File: config.mk
export PLATFORM = sky130hd
export DESIGN_NAME = cascade_timer_pair
export DESIGN_NICKNAME = d
export VERILOG_FILES = /design/src/rtl/tmr_pair_pkg.sv /design/src/rtl/tmr_pair_dpath.sv /design/src/rtl/tmr_pair_ctrl.sv /design/src/rtl/cascade_timer_pair.sv
export SDC_FILE = /design/constraint.sdc
export NUM_CORES = 1
export LEC_CHECK = 0
export BUFFER_PORTS_ARGS = -buffer_cell sky130_fd_sc_hd__buf_2
export CAP_MARGIN = 40
export CELL_PAD_IN_SITES_DETAIL_PLACEMENT = 0
export CELL_PAD_IN_SITES_GLOBAL_PLACEMENT = 2
export CORE_ASPECT_RATIO = 0.5
export CORE_MARGIN = 3
export CORE_UTILIZATION = 25
export CTS_BUF_LIST = sky130_fd_sc_hd__clkbuf_8
export DETAILED_ROUTE_END_ITERATION = 6
export PLACE_DENSITY = 0.64
export SLEW_MARGIN = 30
export SYNTH_ARGS = -nofsm -noshare
export SYNTH_HDL_FRONTEND = slang
export SYNTH_HIERARCHICAL = 1
export SYNTH_SLANG_ARGS = --single-unit
File: constraint.sdc
create_clock -name clk -period 2.6 [get_ports clk]
set_clock_uncertainty 0.15 [all_clocks]
set_input_delay 0.13 -clock clk [delete_from_list [all_inputs] [get_ports clk]]
set_output_delay 0.13 -clock clk [all_outputs]
set_load 0.02 [all_outputs]
File: src/rtl/tmr_pair_pkg.sv
package tmr_pair_pkg;

  localparam int NCH    = 2;
  localparam int ADDR_W = 3;
  localparam int SEL_W  = 3;
  localparam int CLR_W  = 2;

  // Source field codes; ticks occupy codes 1 .. NUM_TICK
  localparam logic [SEL_W-1:0] SEL_STOP  = 3'b000;
  localparam logic [SEL_W-1:0] SEL_CHAIN = 3'b100;

  // Clear field bit positions
  localparam int CLR_ON_MATCH = 0;
  localparam int CLR_ON_PIN   = 1;

  // Status bit positions
  localparam int STAT_CMP = 0;
  localparam int STAT_OVF = 1;

  typedef enum logic [1:0] {
    REG_CTRL = 2'd0,
    REG_STAT = 2'd1,
    REG_CMP  = 2'd2,
    REG_CNT  = 2'd3
  } regSel_e;

  typedef struct packed {
    logic clr;
    logic ld;
    logic inc;
  } chStrobe_t;

endpackage

File: src/rtl/tmr_pair_dpath.sv
module tmr_pair_dpath
  import tmr_pair_pkg::*;
#(
  parameter int CNT_W = 8
) (
  input  logic                           clk,
  input  logic                           rstN,
  input  chStrobe_t [NCH-1:0]            str,
  input  logic      [CNT_W-1:0]          ldData,
  input  logic      [NCH-1:0][CNT_W-1:0] cmpVal,
  output logic      [NCH-1:0][CNT_W-1:0] cnt,
  output logic      [NCH-1:0]            matchEv8,
  output logic                           matchEv16
);

  logic [NCH-1:0] eq8;
  logic [NCH-1:0] eqPrev8;
  logic           eq16;
  logic           eqPrev16;

  // Counter update: clear beats load, load beats increment
  always_ff @(posedge clk or negedge rstN) begin
    if (!rstN) begin
      cnt <= '0;
    end else begin
      for (int ch = 0; ch < NCH; ch++) begin
        if (str[ch].clr)      cnt[ch] <= '0;
        else if (str[ch].ld)  cnt[ch] <= ldData;
        else if (str[ch].inc) cnt[ch] <= cnt[ch] + CNT_W'(1);
      end
    end
  end

  // Equality trackers: an event is the first cycle of equality
  always_comb begin
    for (int ch = 0; ch < NCH; ch++) begin
      eq8[ch] = (cnt[ch] == cmpVal[ch]);
    end
    eq16 = &eq8;
  end

  assign matchEv8  = eq8 & ~eqPrev8;
  assign matchEv16 = eq16 & ~eqPrev16;

  always_ff @(posedge clk or negedge rstN) begin
    if (!rstN) begin
      eqPrev8  <= '0;
      eqPrev16 <= 1'b0;
    end else begin
      eqPrev8  <= eq8;
      eqPrev16 <= eq16;
    end
  end

  for (genvar ch = 0; ch < NCH; ch++) begin : g_chk
    // a clear strobe leaves the counter at zero
    a_r6_clear_reads_zero: assert property (@(posedge clk) disable iff (!rstN)
      str[ch].clr |=> (cnt[ch] == '0));
    // with no strobe the counter holds
    a_r2_idle_holds: assert property (@(posedge clk) disable iff (!rstN)
      (!str[ch].clr && !str[ch].ld && !str[ch].inc) |=> $stable(cnt[ch]));
    // a load without clear takes the write data
    a_r11_load_takes_value: assert property (@(posedge clk) disable iff (!rstN)
      (str[ch].ld && !str[ch].clr) |=> (cnt[ch] == $past(ldData)));
  end

endmodule

File: src/rtl/tmr_pair_ctrl.sv
module tmr_pair_ctrl
  import tmr_pair_pkg::*;
#(
  parameter int CNT_W    = 8,
  parameter int NUM_TICK = 3
) (
  input  logic                           clk,
  input  logic                           rstN,
  input  logic      [ADDR_W-1:0]         regAddr,
  input  logic                           regWrEn,
  input  logic      [CNT_W-1:0]          regWrData,
  output logic      [CNT_W-1:0]          regRdData,
  input  logic      [NUM_TICK-1:0]       tickEn,
  input  logic      [NCH-1:0]            extClr,
  input  logic      [NCH-1:0][CNT_W-1:0] cnt,
  input  logic      [NCH-1:0]            matchEv8,
  input  logic                           matchEv16,
  output chStrobe_t [NCH-1:0]            str,
  output logic      [CNT_W-1:0]          ldData,
  output logic      [NCH-1:0][CNT_W-1:0] cmpVal
);

  localparam logic [CNT_W-1:0] CNT_MAX = '1;
  localparam int CTRL_W = SEL_W + CLR_W;

  // Register state
  logic [NCH-1:0][SEL_W-1:0] selReg;
  logic [NCH-1:0][CLR_W-1:0] clrReg;
  logic [NCH-1:0][CNT_W-1:0] cmpReg;
  logic [NCH-1:0]            cmpFlag;
  logic [NCH-1:0]            ovfFlag;

  // Address decode
  logic           addrCh;
  regSel_e        addrReg;
  logic [NCH-1:0] hitCtrl, hitStat, hitCmp, hitCnt;

  assign addrCh  = regAddr[ADDR_W-1];
  assign addrReg = regSel_e'(regAddr[1:0]);

  always_comb begin
    for (int ch = 0; ch < NCH; ch++) begin
      hitCtrl[ch] = regWrEn && (addrCh == 1'(ch)) && (addrReg == REG_CTRL);
      hitStat[ch] = regWrEn && (addrCh == 1'(ch)) && (addrReg == REG_STAT);
      hitCmp[ch]  = regWrEn && (addrCh == 1'(ch)) && (addrReg == REG_CMP);
      hitCnt[ch]  = regWrEn && (addrCh == 1'(ch)) && (addrReg == REG_CNT);
    end
  end

  // Mode decode: channel 0 chaining wins over channel 1 chaining
  logic chain16;
  logic evCount;
  assign chain16 = (selReg[0] == SEL_CHAIN);
  assign evCount = (selReg[1] == SEL_CHAIN) && !chain16;

  // Tick source per channel
  logic [NCH-1:0] srcTick;
  always_comb begin
    for (int ch = 0; ch < NCH; ch++) begin
      srcTick[ch] = 1'b0;
      for (int k = 0; k < NUM_TICK; k++) begin
        if (selReg[ch] == SEL_W'(k + 1)) srcTick[ch] = tickEn[k];
      end
    end
  end

  // Clear, increment, wrap
  logic [NCH-1:0] clrCmd, incReq, effInc, wrap, cmpSet;
  always_comb begin
    for (int ch = 0; ch < NCH; ch++) begin
      clrCmd[ch] = (clrReg[ch][CLR_ON_MATCH] & matchEv8[ch])
                 | (clrReg[ch][CLR_ON_PIN]   & extClr[ch]);
    end
    if (chain16) begin
      clrCmd[0] = (clrReg[0][CLR_ON_MATCH] & matchEv16)
                | (clrReg[0][CLR_ON_PIN]   & extClr[0]);
      clrCmd[1] = clrCmd[0];
    end

    incReq[1] = evCount ? matchEv8[0] : srcTick[1];
    effInc[1] = incReq[1] & ~clrCmd[1] & ~hitCnt[1];
    wrap[1]   = effInc[1] & (cnt[1] == CNT_MAX);

    incReq[0] = chain16 ? wrap[1] : srcTick[0];
    effInc[0] = incReq[0] & ~clrCmd[0] & ~hitCnt[0];
    wrap[0]   = effInc[0] & (cnt[0] == CNT_MAX);

    cmpSet[0] = chain16 ? matchEv16 : matchEv8[0];
    cmpSet[1] = matchEv8[1];
  end

  // Strobes to the datapath
  always_comb begin
    for (int ch = 0; ch < NCH; ch++) begin
      str[ch].clr = clrCmd[ch];
      str[ch].ld  = hitCnt[ch];
      str[ch].inc = effInc[ch];
    end
  end

  assign ldData = regWrData;
  assign cmpVal = cmpReg;

  // Register writes and sticky flags (set wins over clearing write)
  always_ff @(posedge clk or negedge rstN) begin
    if (!rstN) begin
      selReg  <= '0;
      clrReg  <= '0;
      cmpReg  <= '1;
      cmpFlag <= '0;
      ovfFlag <= '0;
    end else begin
      for (int ch = 0; ch < NCH; ch++) begin
        if (hitCtrl[ch]) begin
          selReg[ch] <= regWrData[SEL_W-1:0];
          clrReg[ch] <= regWrData[SEL_W +: CLR_W];
        end
        if (hitCmp[ch]) cmpReg[ch] <= regWrData;
        cmpFlag[ch] <= cmpSet[ch]
                     | (cmpFlag[ch] & ~(hitStat[ch] & ~regWrData[STAT_CMP]));
        ovfFlag[ch] <= wrap[ch]
                     | (ovfFlag[ch] & ~(hitStat[ch] & ~regWrData[STAT_OVF]));
      end
    end
  end

  // Read mux
  always_comb begin
    regRdData = '0;
    case (addrReg)
      REG_CTRL: regRdData[CTRL_W-1:0] = {clrReg[addrCh], selReg[addrCh]};
      REG_STAT: begin
        regRdData[STAT_CMP] = cmpFlag[addrCh];
        regRdData[STAT_OVF] = ovfFlag[addrCh];
      end
      REG_CMP:  regRdData = cmpReg[addrCh];
      REG_CNT:  regRdData = cnt[addrCh];
      default:  regRdData = '0;
    endcase
  end

  for (genvar ch = 0; ch < NCH; ch++) begin : g_chk
    // overflow flag rises only after the counter stood at its maximum
    a_r3_ovf_only_on_wrap: assert property (@(posedge clk) disable iff (!rstN)
      $rose(ovfFlag[ch]) |-> ($past(cnt[ch]) == CNT_MAX));
    // a flag without a clearing write stays set
    a_r5_flag_sticky: assert property (@(posedge clk) disable iff (!rstN)
      (cmpFlag[ch] && !(hitStat[ch] && !regWrData[STAT_CMP])) |=> cmpFlag[ch]);
  end

  // a 16-bit clear empties both bytes
  a_r9_both_bytes_clear: assert property (@(posedge clk) disable iff (!rstN)
    (chain16 && clrCmd[0]) |=> (cnt[0] == '0 && cnt[1] == '0));

  // in event-count mode channel 1 follows channel 0 match events
  a_r10_counts_events: assert property (@(posedge clk) disable iff (!rstN)
    (evCount && !clrCmd[1] && !hitCnt[1])
      |=> (cnt[1] == $past(cnt[1]) + CNT_W'($past(matchEv8[0]))));

endmodule

File: src/rtl/cascade_timer_pair.sv
module cascade_timer_pair
  import tmr_pair_pkg::*;
#(
  parameter int CNT_W    = 8,
  parameter int NUM_TICK = 3
) (
  input  logic                clk,
  input  logic                rstN,
  input  logic [ADDR_W-1:0]   regAddr,
  input  logic                regWrEn,
  input  logic [CNT_W-1:0]    regWrData,
  output logic [CNT_W-1:0]    regRdData,
  input  logic [NUM_TICK-1:0] tickEn,
  input  logic [NCH-1:0]      extClr
);

  chStrobe_t [NCH-1:0]            str;
  logic      [CNT_W-1:0]          ldData;
  logic      [NCH-1:0][CNT_W-1:0] cmpVal;
  logic      [NCH-1:0][CNT_W-1:0] cnt;
  logic      [NCH-1:0]            matchEv8;
  logic                           matchEv16;

  tmr_pair_ctrl #(
    .CNT_W    (CNT_W),
    .NUM_TICK (NUM_TICK)
  ) u_ctrl (
    .clk       (clk),
    .rstN      (rstN),
    .regAddr   (regAddr),
    .regWrEn   (regWrEn),
    .regWrData (regWrData),
    .regRdData (regRdData),
    .tickEn    (tickEn),
    .extClr    (extClr),
    .cnt       (cnt),
    .matchEv8  (matchEv8),
    .matchEv16 (matchEv16),
    .str       (str),
    .ldData    (ldData),
    .cmpVal    (cmpVal)
  );

  tmr_pair_dpath #(
    .CNT_W (CNT_W)
  ) u_dpath (
    .clk       (clk),
    .rstN      (rstN),
    .str       (str),
    .ldData    (ldData),
    .cmpVal    (cmpVal),
    .cnt       (cnt),
    .matchEv8  (matchEv8),
    .matchEv16 (matchEv16)
  );

endmodule

==> flow_summary.json, run 1 <==
{
  "p_leak_nw": 1.74,
  "worst_skew_pair.late_latency_ns": 0.32,
  "largest_net_degree_at_the_start_of_global_routing": 28,
  "grt_use_total_pct": 14.1,
  "synth_area_per_cell_sq_um": 11.0,
  "timing.final.ws_setup_ns": -0.275,
  "critical_path_rt_ns": 2.66,
  "swShare_pct": 35.4,
  "final.period_utilization_pct": 111,
  "grt_antenna_before_repair": 0,
  "route.final.wire_length_um": 9170,
  "fp.dieH_um": 84.4,
  "worst-setup-path-type": "flop to flop",
  "maximum_resistive_drop_on_vdd_mv": 0.240,
  "worstPathCellList": "xor2_2 -> nor4_2 -> nand2_1 -> nor2_2 -> nand3b_1 -> a21oi_2 -> o21ai_2 -> and2_4 -> nor2_4 -> and3_1 -> nand4_1 -> xnor2_1 -> o21a_1",
  "post_synth_inst_count": 278,
  "power.clock.fraction_pct": 19.9,
  "finish.net_count": 369,
  "io-pin-count": 27,
  "mostFrequentLayoutCell": "sky130_fd_sc_hd__buf_4",
  "pwr_density_cell_nw_per_um2": 740,
  "htree_levels": 2,
  "power.switching_mw": 1.04,
  "share_comb_of_total_power_pct": 41.8,
  "gpl_congestion": 0.891,
  "final.hold.worst_slack_ns": 0.0476,
  "worst_hold_path_type": "input pin to flop",
  "timing.final.hold_violations": 0,
  "place_ws_ns": -0.716,
  "root_buffer": "sky130_fd_sc_hd__clkbuf_8",
  "synthArstFlopShare_pct": 100,
  "io_buffer_count": 26,
  "edff_count_synth": 0,
  "worst_slew_margin_rel_pct": 56.9,
  "tritoncts_num_sinks": 49,
  "crit_slowest_cell": "sky130_fd_sc_hd__dfstp_2",
  "cp_max_fo": 6,
  "synth_fp_nets": 299,
  "critPathArrivalTime_ns": 2.94,
  "final-setup-viol-count": 16,
  "via_count_of_the_first_global_routing_pass": 2574,
  "cell_internal_pwr_mw": 1.89,
  "floorplan.rows": 27,
  "cp-end-kind": "flop",
  "slew_of_the_pin_with_the_lowest_slew_margin_ns": 0.647,
  "gr-total-overflow": 0,
  "clock_buffers_created_by_tritoncts": 5,
  "synth_seq_area_share_pct": 40.6,
  "place.detailed.hpwl_um": 6870,
  "routed-via-count": 2404,
  "vias_per_cell": 4.73,
  "wl_per_cell_um": 18.1,
  "post-layout-total-power_mw": 2.93,
  "fin_util_pct": 34.5,
  "totalNegativeSetupSlack_ns": -2.78,
  "slew_violations": 0,
  "grt_first_pass_wirelength_um": 14800,
  "ys_types": 45,
  "floorplan.initialDensity_pct": 26.7,
  "layout.cells.non_filler": 508,
  "first_pass_iters": 4,
  "start_kind": "flop",
  "syn-cell-area_sq_um": 3070,
  "finalWorstPathRequiredPeriod_ns": 2.87,
  "fp.dieW_um": 163,
  "clkTransAtPathRegs_ns": 0.09,
  "core_area_sq_um": 11500,
  "insertedDiodeCount": 0,
  "antenna_left": 0,
  "timing.fmax_mhz": 348,
  "stdcell_area_sq_um": 3960,
  "synth_seq_cells": 49,
  "violations": "negative setup slack",
  "drc_errors": 0,
  "clockBufferDepth": 2,
  "postPlaceCellArea_sq_um": 3630,
  "drt-initial-drc-count": 186,
  "power_frac_seq_pct": 38.3,
  "grt_setup_unrepaired": "yes",
  "yosysWarningCount": 6,
  "design.die.area_sq_um": 13700,
  "area_delta_synth_final_pct": 29.1,
  "numPlacedInstances": 491,
  "layout.cells.most_common_list": "53 x sky130_fd_sc_hd__buf_4, 33 x sky130_fd_sc_hd__mux2_2, 33 x sky130_fd_sc_hd__dfrtp_1, 26 x sky130_fd_sc_hd__buf_2, 21 x sky130_fd_sc_hd__nor2_1",
  "status": "finished with violations",
  "synth_ff_type": "sky130_fd_sc_hd__dfrtp_1",
  "critical_path.max_stage_delay_ns": 0.58,
  "cts_tree": "built",
  "final_layout_size_suffix_gt1_share_pct": 51.0,
  "maxCapViolations": 0
}
-- power groups by stage --
stage	sequential [mW]	combinational (mW)	clock (mW)
3_3_place_gp	1.11	1.11	0
5_1_grt	1.14	1.34	0.631
2_1_floorplan	1.14	0.612	0
4_1_cts	1.12	1.21	0.597
6_report	1.12	1.22	0.584
3_5_place_dp	1.11	1.12	0
-- synth_stat cells, drive strengths merged, types with 4 or more instances --
| master | n | area share [%] |
|---|---|---|
| a21oi | 18 | 2.9 |
| a221oi | 4 | 1.1 |
| a22oi | 4 | 0.98 |
| and2 | 4 | 0.81 |
| buf | 20 | 4.3 |
| dfrtp | 33 | 27 |
| dfstp | 16 | 14 |
| inv | 8 | 0.98 |
| mux2 | 33 | 12 |
| mux2i | 11 | 3.6 |
| mux4 | 7 | 5.1 |
| nand2 | 8 | 1.1 |
| nand4 | 14 | 2.9 |
| nor2 | 26 | 3.3 |
| nor4 | 4 | 1.2 |
| o21a | 6 | 1.5 |
| xnor2 | 10 | 2.9 |
| xor2 | 20 | 5.7 |
-- worst max-delay path: cells and delay by family, from the launching register on --
kind | cells | cell delay [ns]
AO/OA/AOI/OAI | 3 | 0.42
XOR/XNOR | 2 | 0.22
AND/OR/NAND/NOR | 8 | 1.39
flip-flops | 1 | 0.58
-- sequential cells by signal (all words and copies together), names as in the netlist --
name              cells
u_ctrl/clrReg         4
u_ctrl/cmpFlag        2
u_ctrl/cmpVal        16
u_ctrl/ovfFlag        2
u_ctrl/selReg         6
u_dpath/cnt          16
u_dpath/eqPrev16      1
u_dpath/eqPrev8       2
-- timing repair --
item / in CTS / in global routing
resized for setup: 26 / 3
hold endpoints to repair: 21 / 0
buffers inserted: 3 / 2
pin swaps: 23 / 11
hold buffers: 4 / 0
endpoints found under the setup margin: 16 / 16
-- final timing paths --
path / from / to / slack, ns / depth (start not counted)
setup / recovery: u_ctrl/cmpVal[1]$_DFFE_PN1P_ / u_dpath/cnt[13]$_DFFE_PN0P_ / -0.27 / 13
hold / removal: regWrData[3] / u_ctrl/cmpVal[11]$_DFFE_PN1P_ / 0.05 / 2
setup reg to reg: u_ctrl/cmpVal[1]$_DFFE_PN1P_ / u_dpath/cnt[13]$_DFFE_PN0P_ / -0.27 / 13
hold reg to reg: u_ctrl/cmpFlag[0]$_DFF_PN0_ / u_ctrl/cmpFlag[0]$_DFF_PN0_ / 0.36 / 2
max in group asynchronous: rstN / u_ctrl/cmpVal[3]$_DFFE_PN1P_ / 1.39 / 3
min in group asynchronous: rstN / u_dpath/eqPrev8[0]$_DFF_PN0_ / 0.22 / 2
-- cells by family after synthesis --
| family | after synthesis | synth area share, % |
|---|---|---|
| and+or+nand+nor | 75 | 14.8 |
| muxes | 51 | 20.8 |
| DFF | 49 | 40.6 |
| AOI/OAI and AO/OA | 42 | 8.96 |
| xor gates and xnor gates | 30 | 8.56 |
| buffers and inverters | 29 | 5.46 |
| adders and majority gates | 2 | 0.815 |
-- final cells by class --
| class | instances | area (sq um) |
|---|---|---|
| Inverter | 8 | 30.0 |
| Clock buffer | 6 | 82.6 |
| Tap cell | 159 | 199 |
| Fill cell | 1165 | 7520 |
| Timing Repair Buffer | 84 | 579 |
| Sequential cell | 49 | 1250 |
| Multi-Input combinational cell | 200 | 1790 |
| Clock inverter | 2 | 33.8 |
-- routing by layer --
layer	track usage, %	vias up	share of wire (%)
met5	0	-	0
met4	4.30	0	1.5
met3	2.61	11	3.7
met2	20.5	48	43
met1	21.2	1212	52
li1	-	1133	-
(Power assumes the default switching activity.)
==> run 2, diff against run 1 <==
CORE_UTILIZATION = 37   (was 25)
PLACE_DENSITY = 0.86   (was 0.64)
==> flow_summary.json, run 2 (synthesized netlist as in run 1, its figures left out) <==
{
  "status": "finished with violations",
  "violations": "negative setup slack",
  "worst_hold_path_type": "input pin to flop",
  "pwr_density_cell_nw_per_um2": 766,
  "fillCellCount": 669,
  "via_count_of_the_first_global_routing_pass": 2384,
  "insertedDiodeCount": 0,
  "critical_path_rt_ns": 2.66,
  "clkTransAtPathRegs_ns": 0.10,
  "timing.fmax_mhz": 346,
  "antenna_left": 0,
  "first_pass_iters": 4,
  "clock_buffers_created_by_tritoncts": 5,
  "layout.cells.most_common_list": "50 x sky130_fd_sc_hd__buf_4, 33 x sky130_fd_sc_hd__mux2_2, 33 x sky130_fd_sc_hd__dfrtp_1, 26 x sky130_fd_sc_hd__buf_2, 20 x sky130_fd_sc_hd__nor2_1",
  "ff_latch_area_sq_um": 1250,
  "wl_per_cell_um": 18.6,
  "finalWorstPathRequiredPeriod_ns": 2.89,
  "tritoncts_num_sinks": 49,
  "min-delay-start": "regWrData[1]",
  "fp.dieW_um": 135,
  "gpl_congestion": 0.930,
  "timing.reg2reg.worst_path_depth": 13,
  "start_kind": "flop",
  "r2r_setup_slack_ns": -0.29,
  "root_buffer": "sky130_fd_sc_hd__clkbuf_8",
  "design.die.area_sq_um": 9490,
  "place_ws_ns": -0.635,
  "totalNegativeSetupSlack_ns": -2.60,
  "area_delta_synth_final_pct": 27.9,
  "grt_first_pass_wirelength_um": 13500,
  "cts_tree": "built",
  "routed-via-count": 2402,
  "cp_max_fo": 7,
  "maxCapViolations": 0,
  "io_buffer_count": 26,
  "gr-total-overflow": 0,
  "slew_of_the_pin_with_the_lowest_slew_margin_ns": 0.552,
  "fp.dieH_um": 70.4,
  "clockBufferDepth": 2,
  "p_leak_nw": 1.76,
  "startpoint_of_the_most_critical_register_to_register_path": "u_ctrl/cmpVal[5]$_DFFE_PN1P_",
  "holdPathStages": 3,
  "worst_skew_pair.late_latency_ns": 0.32,
  "floorplan.initialDensity_pct": 40.0,
  "multi_input_area_sq_um": 1790,
  "floorplan.rows": 22,
  "final_layout_size_suffix_gt1_share_pct": 52.0,
  "final-setup-viol-count": 16,
  "stdcell_area_sq_um": 3930,
  "mostFrequentLayoutCell": "sky130_fd_sc_hd__buf_4",
  "worst-setup-path-type": "flop to flop",
  "htree_levels": 2,
  "place.detailed.hpwl_um": 6180,
  "cp-end-kind": "flop",
  "met1_routed_wirelength_after_detailed_routing_um": 4340,
  "vias_per_cell": 5.27,
  "routed_met2_length_um": 3490,
  "whs_endpoint": "u_ctrl/selReg[1]$_DFFE_PN0P_",
  "route.final.wire_length_um": 8480,
  "final.period_utilization_pct": 111,
  "io-pin-count": 27,
  "grt_use_total_pct": 18.6,
  "slew_violations": 0,
  "drc_errors": 0,
  "timing.final.ws_setup_ns": -0.287,
  "fin_util_pct": 51.1,
  "r2r_end": "u_dpath/cnt[13]$_DFFE_PN0P_",
  "grt_setup_unrepaired": "yes",
  "timing.final.hold_violations": 0,
  "finish.net_count": 368,
  "grt_antenna_before_repair": 0,
  "timing.critical_path.from": "u_ctrl/cmpVal[5]$_DFFE_PN1P_",
  "largest_net_degree_at_the_start_of_global_routing": 43,
  "worst_slew_margin_rel_pct": 63.2,
  "maxUsedRoutingLayer": "met4",
  "critPathArrivalTime_ns": 2.95,
  "met3WireLength_um": 546,
  "drt-initial-drc-count": 194,
  "maximum_resistive_drop_on_vdd_mv": 0.289,
  "postPlaceCellArea_sq_um": 3550,
  "core_area_sq_um": 7680
}
[run 2: cell count changes in the layout (fill, tap and decap cells not counted), moves of 2 or more]
cell and change:
sky130_fd_sc_hd__xnor2_1 -2, sky130_fd_sc_hd__inv_1 -2, sky130_fd_sc_hd__xnor2_2 +2, sky130_fd_sc_hd__buf_6 +2
sky130_fd_sc_hd__buf_4 -3
[run 2: power by group]
part	switching, mW	leakage (nW)	internal [mW]	total [mW]
logic	0.589	1.09	0.615	1.20
clock network	0.290	0.0687	0.387	0.677
registers	0.155	0.596	0.972	1.13
[run 2: critical path: stages (launching register included)]
cell and delay, ns:
sky130_fd_sc_hd__dfstp_2 0.56, sky130_fd_sc_hd__xor2_2 0.07, sky130_fd_sc_hd__nor4_2 0.36, sky130_fd_sc_hd__nand2_1 0.18, sky130_fd_sc_hd__nor2_2 0.18, sky130_fd_sc_hd__nand3b_1 0.11, sky130_fd_sc_hd__a21oi_2 0.17, sky130_fd_sc_hd__o21ai_1 0.09
sky130_fd_sc_hd__and2_4 0.18, sky130_fd_sc_hd__nor2_4 0.15, sky130_fd_sc_hd__and3_1 0.17, sky130_fd_sc_hd__nand4_1 0.10, sky130_fd_sc_hd__xnor2_1 0.14, sky130_fd_sc_hd__o21a_1 0.17
[run 2: how the worst max path moves through the flow]
| stage | endpoint | slack (ns) | depth (start not counted) |
|---|---|---|---|
| finish | u_dpath/cnt[13]$_DFFE_PN0P_ | -0.29 | 13 |
| global route | u_dpath/cnt[13]$_DFFE_PN0P_ | -0.35 | 13 |
| CTS | u_dpath/cnt[13]$_DFFE_PN0P_ | -0.25 | 13 |
| detailed placement | u_dpath/cnt[13]$_DFFE_PN0P_ | -0.64 | 13 |
| global placement | u_dpath/cnt[13]$_DFFE_PN0P_ | -0.60 | 13 |
| floorplan | u_dpath/cnt[5]$_DFFE_PN0P_ | 0.01 | 13 |
[run 2: cell type report]
type                       instances  share of cell area (%)
sequential                        49                    31.7
tap                              108                    3.44
clock inverter                     3                    1.75
timing repair buffer              83                    14.8
inverter                           8                   0.860
clock buffer                       5                    1.75
multi-input combinational        200                    45.7
[run 2: stage by stage]
step / total power [mW] / hold WS (ns) / std cells
2_1_floorplan: 1.75 / -0.316 / 278
3_3_place_gp: 2.18 / -0.173 / 438
3_5_place_dp: 2.20 / -0.171 / 438
4_1_cts: 2.97 / 0.00195 / 456
5_1_grt: 3.19 / 0.0179 / 456
6_report: 3.01 / 0.0137 / 456
[run 2: what timing repair did]
item                       4_1_cts  5_1_grt
pin swaps                       29       26
setup endpoints to repair       16       16
hold buffers                     4        0
hold endpoints to repair        44        0
buffers inserted                 6        1
resized for setup               23       10
[run 2: metal layers]
layer | GRT usage [%] | up-vias
li1 | - | 1132
met2 | 25.4 | 70
met4 | 5.64 | 0
met1 | 29.1 | 1190
met3 | 3.67 | 10
met5 | 0 | -
